## src/rtl/pmu_glb_pkg.sv

```systemverilog
package pmu_glb_pkg;

    typedef enum logic [1:0] {
        SEL_RUN    = 2'd0,
        SEL_STATUS = 2'd1,
        SEL_CLEAR  = 2'd2,
        SEL_FIXCFG = 2'd3
    } reg_sel_e;

    typedef enum logic {
        IRQ_IDLE = 1'b0,
        IRQ_PEND = 1'b1
    } irq_state_e;

    localparam int FIELD_W = 4;
    localparam int FLD_KERN = 0;
    localparam int FLD_USER = 1;
    localparam int FLD_PMI  = 3;

endpackage

```

## src/rtl/pglb_cfg.sv

```systemverilog
module pglb_cfg
    import pmu_glb_pkg::*;
#(
    parameter int DATA_W   = 64,
    parameter int NUM_GP   = 4,
    parameter int NUM_FIX  = 3,
    parameter int FIX_BASE = 32
) (
    input  logic                      clk,
    input  logic                      rst_n,
    input  logic                      reg_wr,
    input  logic [1:0]                reg_sel,
    input  logic [DATA_W-1:0]         reg_wdata,
    output logic [DATA_W-1:0]         run_q,
    output logic [NUM_FIX*FIELD_W-1:0] fix_q,
    output logic [DATA_W-1:0]         clr_mask
);

    localparam int FIX_W = NUM_FIX * FIELD_W;

    function automatic logic [DATA_W-1:0] run_mask_f();
        logic [DATA_W-1:0] m;
        m = '0;
        for (int i = 0; i < NUM_GP; i++) m[i] = 1'b1;
        for (int i = 0; i < NUM_FIX; i++) m[FIX_BASE+i] = 1'b1;
        return m;
    endfunction

    function automatic logic [FIX_W-1:0] fix_mask_f();
        logic [FIX_W-1:0] m;
        m = '0;
        for (int i = 0; i < NUM_FIX; i++) begin
            m[i*FIELD_W+FLD_KERN] = 1'b1;
            m[i*FIELD_W+FLD_USER] = 1'b1;
            m[i*FIELD_W+FLD_PMI]  = 1'b1;
        end
        return m;
    endfunction

    localparam logic [DATA_W-1:0] RUN_MASK = run_mask_f();
    localparam logic [FIX_W-1:0]  FIX_MASK = fix_mask_f();

    logic wr_run, wr_fix, wr_clr;

    always_comb begin
        wr_run = 1'b0;
        wr_fix = 1'b0;
        wr_clr = 1'b0;
        if (reg_wr) begin
            unique case (reg_sel_e'(reg_sel))
                SEL_RUN:    wr_run = 1'b1;
                SEL_FIXCFG: wr_fix = 1'b1;
                SEL_CLEAR:  wr_clr = 1'b1;
                SEL_STATUS: ;
            endcase
        end
    end

    assign clr_mask = wr_clr ? reg_wdata : '0;

    always_ff @(posedge clk or negedge rst_n) begin
        if (!rst_n) begin
            run_q <= '0;
            fix_q <= '0;
        end else begin
            if (wr_run) run_q <= reg_wdata & RUN_MASK;
            if (wr_fix) fix_q <= reg_wdata[FIX_W-1:0] & FIX_MASK;
        end
    end

endmodule

```

## src/rtl/pglb_ovf.sv

```systemverilog
module pglb_ovf #(
    parameter int DATA_W   = 64,
    parameter int NUM_GP   = 4,
    parameter int NUM_FIX  = 3,
    parameter int FIX_BASE = 32
) (
    input  logic              clk,
    input  logic              rst_n,
    input  logic [NUM_GP-1:0] gp_ovf,
    input  logic [NUM_FIX-1:0] fix_ovf,
    input  logic [DATA_W-1:0] clr_mask,
    output logic [DATA_W-1:0] stat_q
);

    logic [DATA_W-1:0] hit_vec;

    always_comb begin
        hit_vec = '0;
        hit_vec[NUM_GP-1:0] = gp_ovf;
        hit_vec[FIX_BASE +: NUM_FIX] = fix_ovf;
    end

    // a new overflow takes precedence over a clear of the same bit
    always_ff @(posedge clk or negedge rst_n) begin
        if (!rst_n) stat_q <= '0;
        else        stat_q <= (stat_q & ~clr_mask) | hit_vec;
    end

endmodule

```

## src/rtl/pglb_irq.sv

```systemverilog
module pglb_irq
    import pmu_glb_pkg::*;
(
    input  logic clk,
    input  logic rst_n,
    input  logic raise,
    input  logic ack,
    output logic irq_req
);

    irq_state_e state_q, state_d;

    always_ff @(posedge clk or negedge rst_n) begin
        if (!rst_n) state_q <= IRQ_IDLE;
        else        state_q <= state_d;
    end

    always_comb begin
        state_d = state_q;
        unique case (state_q)
            IRQ_IDLE: if (raise) state_d = IRQ_PEND;
            IRQ_PEND: if (ack && !raise) state_d = IRQ_IDLE;
        endcase
    end

    always_comb begin
        unique case (state_q)
            IRQ_IDLE: irq_req = 1'b0;
            IRQ_PEND: irq_req = 1'b1;
        endcase
    end

endmodule

```

## src/rtl/pmu_glb_ctrl.sv

```systemverilog
module pmu_glb_ctrl
    import pmu_glb_pkg::*;
#(
    parameter int DATA_W   = 64,
    parameter int NUM_GP   = 4,
    parameter int NUM_FIX  = 3,
    parameter int FIX_BASE = 32
) (
    input  logic               clk,
    input  logic               rst_n,
    input  logic               reg_wr,
    input  logic [1:0]         reg_sel,
    input  logic [DATA_W-1:0]  reg_wdata,
    output logic [DATA_W-1:0]  reg_rdata,
    input  logic [NUM_GP-1:0]  gp_ovf,
    input  logic [NUM_GP-1:0]  gp_irq_en,
    input  logic [NUM_FIX-1:0] fix_ovf,
    input  logic               irq_ack,
    output logic [NUM_GP-1:0]  gp_run,
    output logic [NUM_FIX-1:0] fix_run_kern,
    output logic [NUM_FIX-1:0] fix_run_user,
    output logic               irq_req
);

    localparam int FIX_W = NUM_FIX * FIELD_W;

    logic [DATA_W-1:0]  run_q;
    logic [FIX_W-1:0]   fix_q;
    logic [DATA_W-1:0]  clr_mask;
    logic [DATA_W-1:0]  stat_q;
    logic [NUM_FIX-1:0] fix_pmi;
    logic               raise;

    pglb_cfg #(
        .DATA_W(DATA_W), .NUM_GP(NUM_GP), .NUM_FIX(NUM_FIX), .FIX_BASE(FIX_BASE)
    ) cfg_i (
        .clk(clk), .rst_n(rst_n), .reg_wr(reg_wr), .reg_sel(reg_sel),
        .reg_wdata(reg_wdata), .run_q(run_q), .fix_q(fix_q), .clr_mask(clr_mask)
    );

    pglb_ovf #(
        .DATA_W(DATA_W), .NUM_GP(NUM_GP), .NUM_FIX(NUM_FIX), .FIX_BASE(FIX_BASE)
    ) ovf_i (
        .clk(clk), .rst_n(rst_n), .gp_ovf(gp_ovf), .fix_ovf(fix_ovf),
        .clr_mask(clr_mask), .stat_q(stat_q)
    );

    assign gp_run = run_q[NUM_GP-1:0];

    for (genvar i = 0; i < NUM_FIX; i++) begin : g_fix
        assign fix_run_kern[i] = run_q[FIX_BASE+i] & fix_q[i*FIELD_W+FLD_KERN];
        assign fix_run_user[i] = run_q[FIX_BASE+i] & fix_q[i*FIELD_W+FLD_USER];
        assign fix_pmi[i]      = fix_q[i*FIELD_W+FLD_PMI];
    end

    assign raise = (|(gp_ovf & gp_irq_en)) | (|(fix_ovf & fix_pmi));

    pglb_irq irq_i (
        .clk(clk), .rst_n(rst_n), .raise(raise), .ack(irq_ack), .irq_req(irq_req)
    );

    always_comb begin
        reg_rdata = '0;
        unique case (reg_sel_e'(reg_sel))
            SEL_RUN:    reg_rdata = run_q;
            SEL_STATUS: reg_rdata = stat_q;
            SEL_CLEAR:  reg_rdata = '0;
            SEL_FIXCFG: reg_rdata[FIX_W-1:0] = fix_q;
        endcase
    end

endmodule

```

## config.mk

```make
export PLATFORM = sky130hd
export DESIGN_NAME = pmu_glb_ctrl
export DESIGN_NICKNAME = d
export VERILOG_FILES = /design/src/rtl/pmu_glb_pkg.sv /design/src/rtl/pglb_cfg.sv /design/src/rtl/pglb_ovf.sv /design/src/rtl/pglb_irq.sv /design/src/rtl/pmu_glb_ctrl.sv
export SDC_FILE = /design/constraint.sdc
export NUM_CORES = 1
export LEC_CHECK = 0
export ABC_AREA = 1
export BUFFER_PORTS_ARGS = -buffer_cell sky130_fd_sc_hd__buf_2
export CAP_MARGIN = 5
export CORE_UTILIZATION = 29
export CTS_CLUSTER_DIAMETER = 80
export DETAILED_ROUTE_END_ITERATION = 7
export GPL_TIMING_DRIVEN = 0
export PLACE_DENSITY_LB_ADDON = 0.3
export SLEW_MARGIN = 30
export SYNTH_ARGS = -nofsm -noshare
export SYNTH_HDL_FRONTEND = slang
export SYNTH_SLANG_ARGS = --single-unit
```

## constraint.sdc

```tcl
create_clock -name clk -period 0.89 [get_ports clk]
set_input_delay 0.089 -clock clk [delete_from_list [all_inputs] [get_ports clk]]
set_output_delay 0.089 -clock clk [all_outputs]
set_load 0.05 [all_outputs]
```

==> flow_metrics.tcl <==
set metrics [dict create \
    status "finished with violations" \
    via_per_inst 4.465 \
    netlist-cell-type-count 15 \
    synth_edf_count 0 \
    critPathRequiredTime_ps 800 \
    netlist.area_leader.share_pct 50.66 \
    max_freq_ghz 0.8507 \
    critPathKind "reg -> out" \
    period_minus_slack_ps 1176 \
    pre_cts_slack_ps -478.8 \
    die_h_um 119.5 \
    cp-start-kind "flop" \
    rr_worst_depth 5 \
    initial_utilization_pct 29.98 \
    drt_iter0_markers 212 \
    endpoint "reg_rdata[0]" \
    io_pins 156 \
    fin_ws_ps -285.6 \
    die_w_um 119.5 \
    first_pass_iters 4 \
    power_density_nw_per_um2 1401 \
    leakage_nw 3.605 \
    r2r-end "irq_i.state_q" \
    fin_crit_sh_pct 132.1 \
    cts_buffers 9 \
    crit_slowest_cell "dfrtp_1" \
    htreeDepth 3 \
    gp_congestion 0.7675 \
    tns_ps -14850 \
    grt_max_degree 61 \
    grt_pass1_vias 3946 \
    slew_viol_final 0 \
    slowest_delay_ps 410 \
    synth_area_per_cell_um2 7.437 \
    min_path_cells 3 \
    dieArea_um2 14270 \
    rsz0062_at_grt "true" \
    clock_path_buffers 2 \
    netlist_top_cells_area "dfrtp_1 (51%), nand2_1 (14%), inv_1 (12%)" \
    insertion_delay_ps 340 \
    n_antenna_cell 0 \
    path_cells "nand2_2 > nand3_4 > buf_8" \
    synth_area_leader_cell "dfrtp_1" \
    syn_nets 619 \
    violations "setup timing" \
    hpwl_um 8203 \
    syn_inst 538 \
    areaGrowthSynthToFinish_pct 70.98 \
    nNetsFinal 830 \
    synthesis.area_um2 4001 \
    ys.warnings.count 0 \
    root_buffer "clkbuf_16" \
    drive_above_1_share_pct 47.35 \
    vias 4152 \
    cp-startpoint "cfg_i.fix_q[0]" \
    cap_violations 0 \
    setup_viol 76 \
    final_hold_viol_count 0 \
    fin_util_pct 51.26 \
    overflow 0 \
    ant_nets 0 \
    worst_r2r_startpoint "cfg_i.fix_q[11]" \
    wl_um 12690 \
    synth_seq_cells 81 \
    core_um2 13350 \
    port_buffers 154 \
    r2r_slack_ps -10 \
    num_rows 42 \
    drc 0 \
    grt_pass1_wl_um 19730 \
    antenna_found_initial 0 \
    fill_cells 1299 \
    worstMarginPinSlew_ps 496.2 \
    ir_drop_v 0.001072 \
    wl_per_cell_um 13.65 \
    cp_data_arrival_time_ps 1090 \
    synth-async-reset-ratio_pct 100.0 \
    cts_tree "yes" \
    cts_sinks 81 \
    yosysSeqAreaShare_pct 50.66 \
    clk_pin_slew_ps 60 \
    critPathCaptureType "output port" \
    cp_max_fo 3 \
    maxSlewHeadroom_pct 66.92 \
    fin_skew_ps 5.669 \
    grt.total_usage_pct 17.98 \
    synth_ff_type "dfrtp_1" \
    finalPower_mw 9.582 \
    worstHoldPathType "in -> reg" \
]
power by group:
group          switching [mW]  internal, mW  total (mW)
Combinational            1.24         0.883        2.13
Sequential              0.121          3.82        3.94
Clock                    1.48          2.04        3.52
layout make-up:
class	count	area, µm²	area share (%)
Tap cell	176	220.2	3.219
Clock buffer	12	256.5	3.749
Multi-Input combinational cell	290	1693	24.74
Buffer	35	285.3	4.170
Sequential cell	81	2028	29.65
Clock inverter	4	27.53	0.4023
Timing Repair Buffer	199	1812	26.48
Timing Repair inverter	1	11.26	0.1646
Inverter	132	508.0	7.425
metrics by stage:
| step | hold slack, ps | area, µm² | std cells |
|---|---|---|---|
| floorplan | -206.6 | 4374 | 538 |
| global placement | 290.9 | 5365 | 868 |
| detailed placement | -44.38 | 5399 | 869 |
| CTS | 0.02762 | 6608 | 918 |
| global route | 16.90 | 6842 | 930 |
| finish | 9.619 | 6842 | 930 |
cells in the final DEF (no fill, tap or decap), drive strengths merged:
cell type and n:
nand3 10, nor2 56, clkbuf 18, inv 133
buf 211, o21ai 15, nand4 64, clkinv 1
dfrtp 81, dlygate4sd3 17, clkinvlp 3, nand2 145
repair_timing:
item	in CTS	in global routing
buffers inserted	15	9
pin swaps	68	12
gates cloned	1	4
gates resized for setup	234	36
endpoints found under the hold margin	97	0
hold buffers	17	0
endpoints found under the setup margin	88	119
how the worst min path moves through the flow:
stage | start | end | slack (ps)
after global routing | reg_wdata[33] | cfg_i.run_q[33] | 20
after floorplan | rst_n | cfg_i.fix_q[0] | -210
after detailed placement | rst_n | irq_i.state_q | -40
after CTS | reg_wdata[3] | cfg_i.fix_q[3] | 0.03
after global placement | fix_ovf[0] | ovf_i.stat_q[32] | 290
final | reg_wdata[33] | cfg_i.run_q[33] | 10
sequential cells by signal, indices dropped and copies added (netlist names):
| signal | cells |
|---|---|
| cfg_i.fix_q | 9 |
| cfg_i.run_q | 7 |
| irq_i.state_q | 1 |
| ovf_i.stat_q | 64 |
synth_stat cells, types with 2 or more instances:
cell and instances:
o21ai_0 15, nand4_1 64, buf_1 3, nand2_1 145, buf_4 8, clkbuf_1 2, buf_2 21, dfrtp_1 81
nand3_1 10, inv_1 131, nor2_1 54
kinds of logic (layout without fill, tap and decap cells):
| kind of cell | Yosys count | after routing | synth area share (%) |
|---|---|---|---|
| compound gates | 15 | 15 | 1.876 |
| buf+inv | 167 | 383 | 17.10 |
| simple gates | 275 | 275 | 30.36 |
| flops | 81 | 81 | 50.66 |
layer usage:
metal / routed length (µm) / vias to the layer above / GRT usage (%)
li1: - / 2051 / -
met1: 5547 / 1952 / 22.74
met2: 6301 / 130 / 30.06
met3: 569 / 19 / 3.161
met4: 271 / 0 / 7.656
met5: 0 / - / 0
critical path, delay by kind of cell (launching register included):
| family | cells | cell delay, ps |
|---|---|---|
| flip-flops | 1 | 410 |
| buffers and inverters | 1 | 150 |
| AND/OR/NAND/NOR | 2 | 180 |
Note: power is estimated with default switching activity, not from simulation.
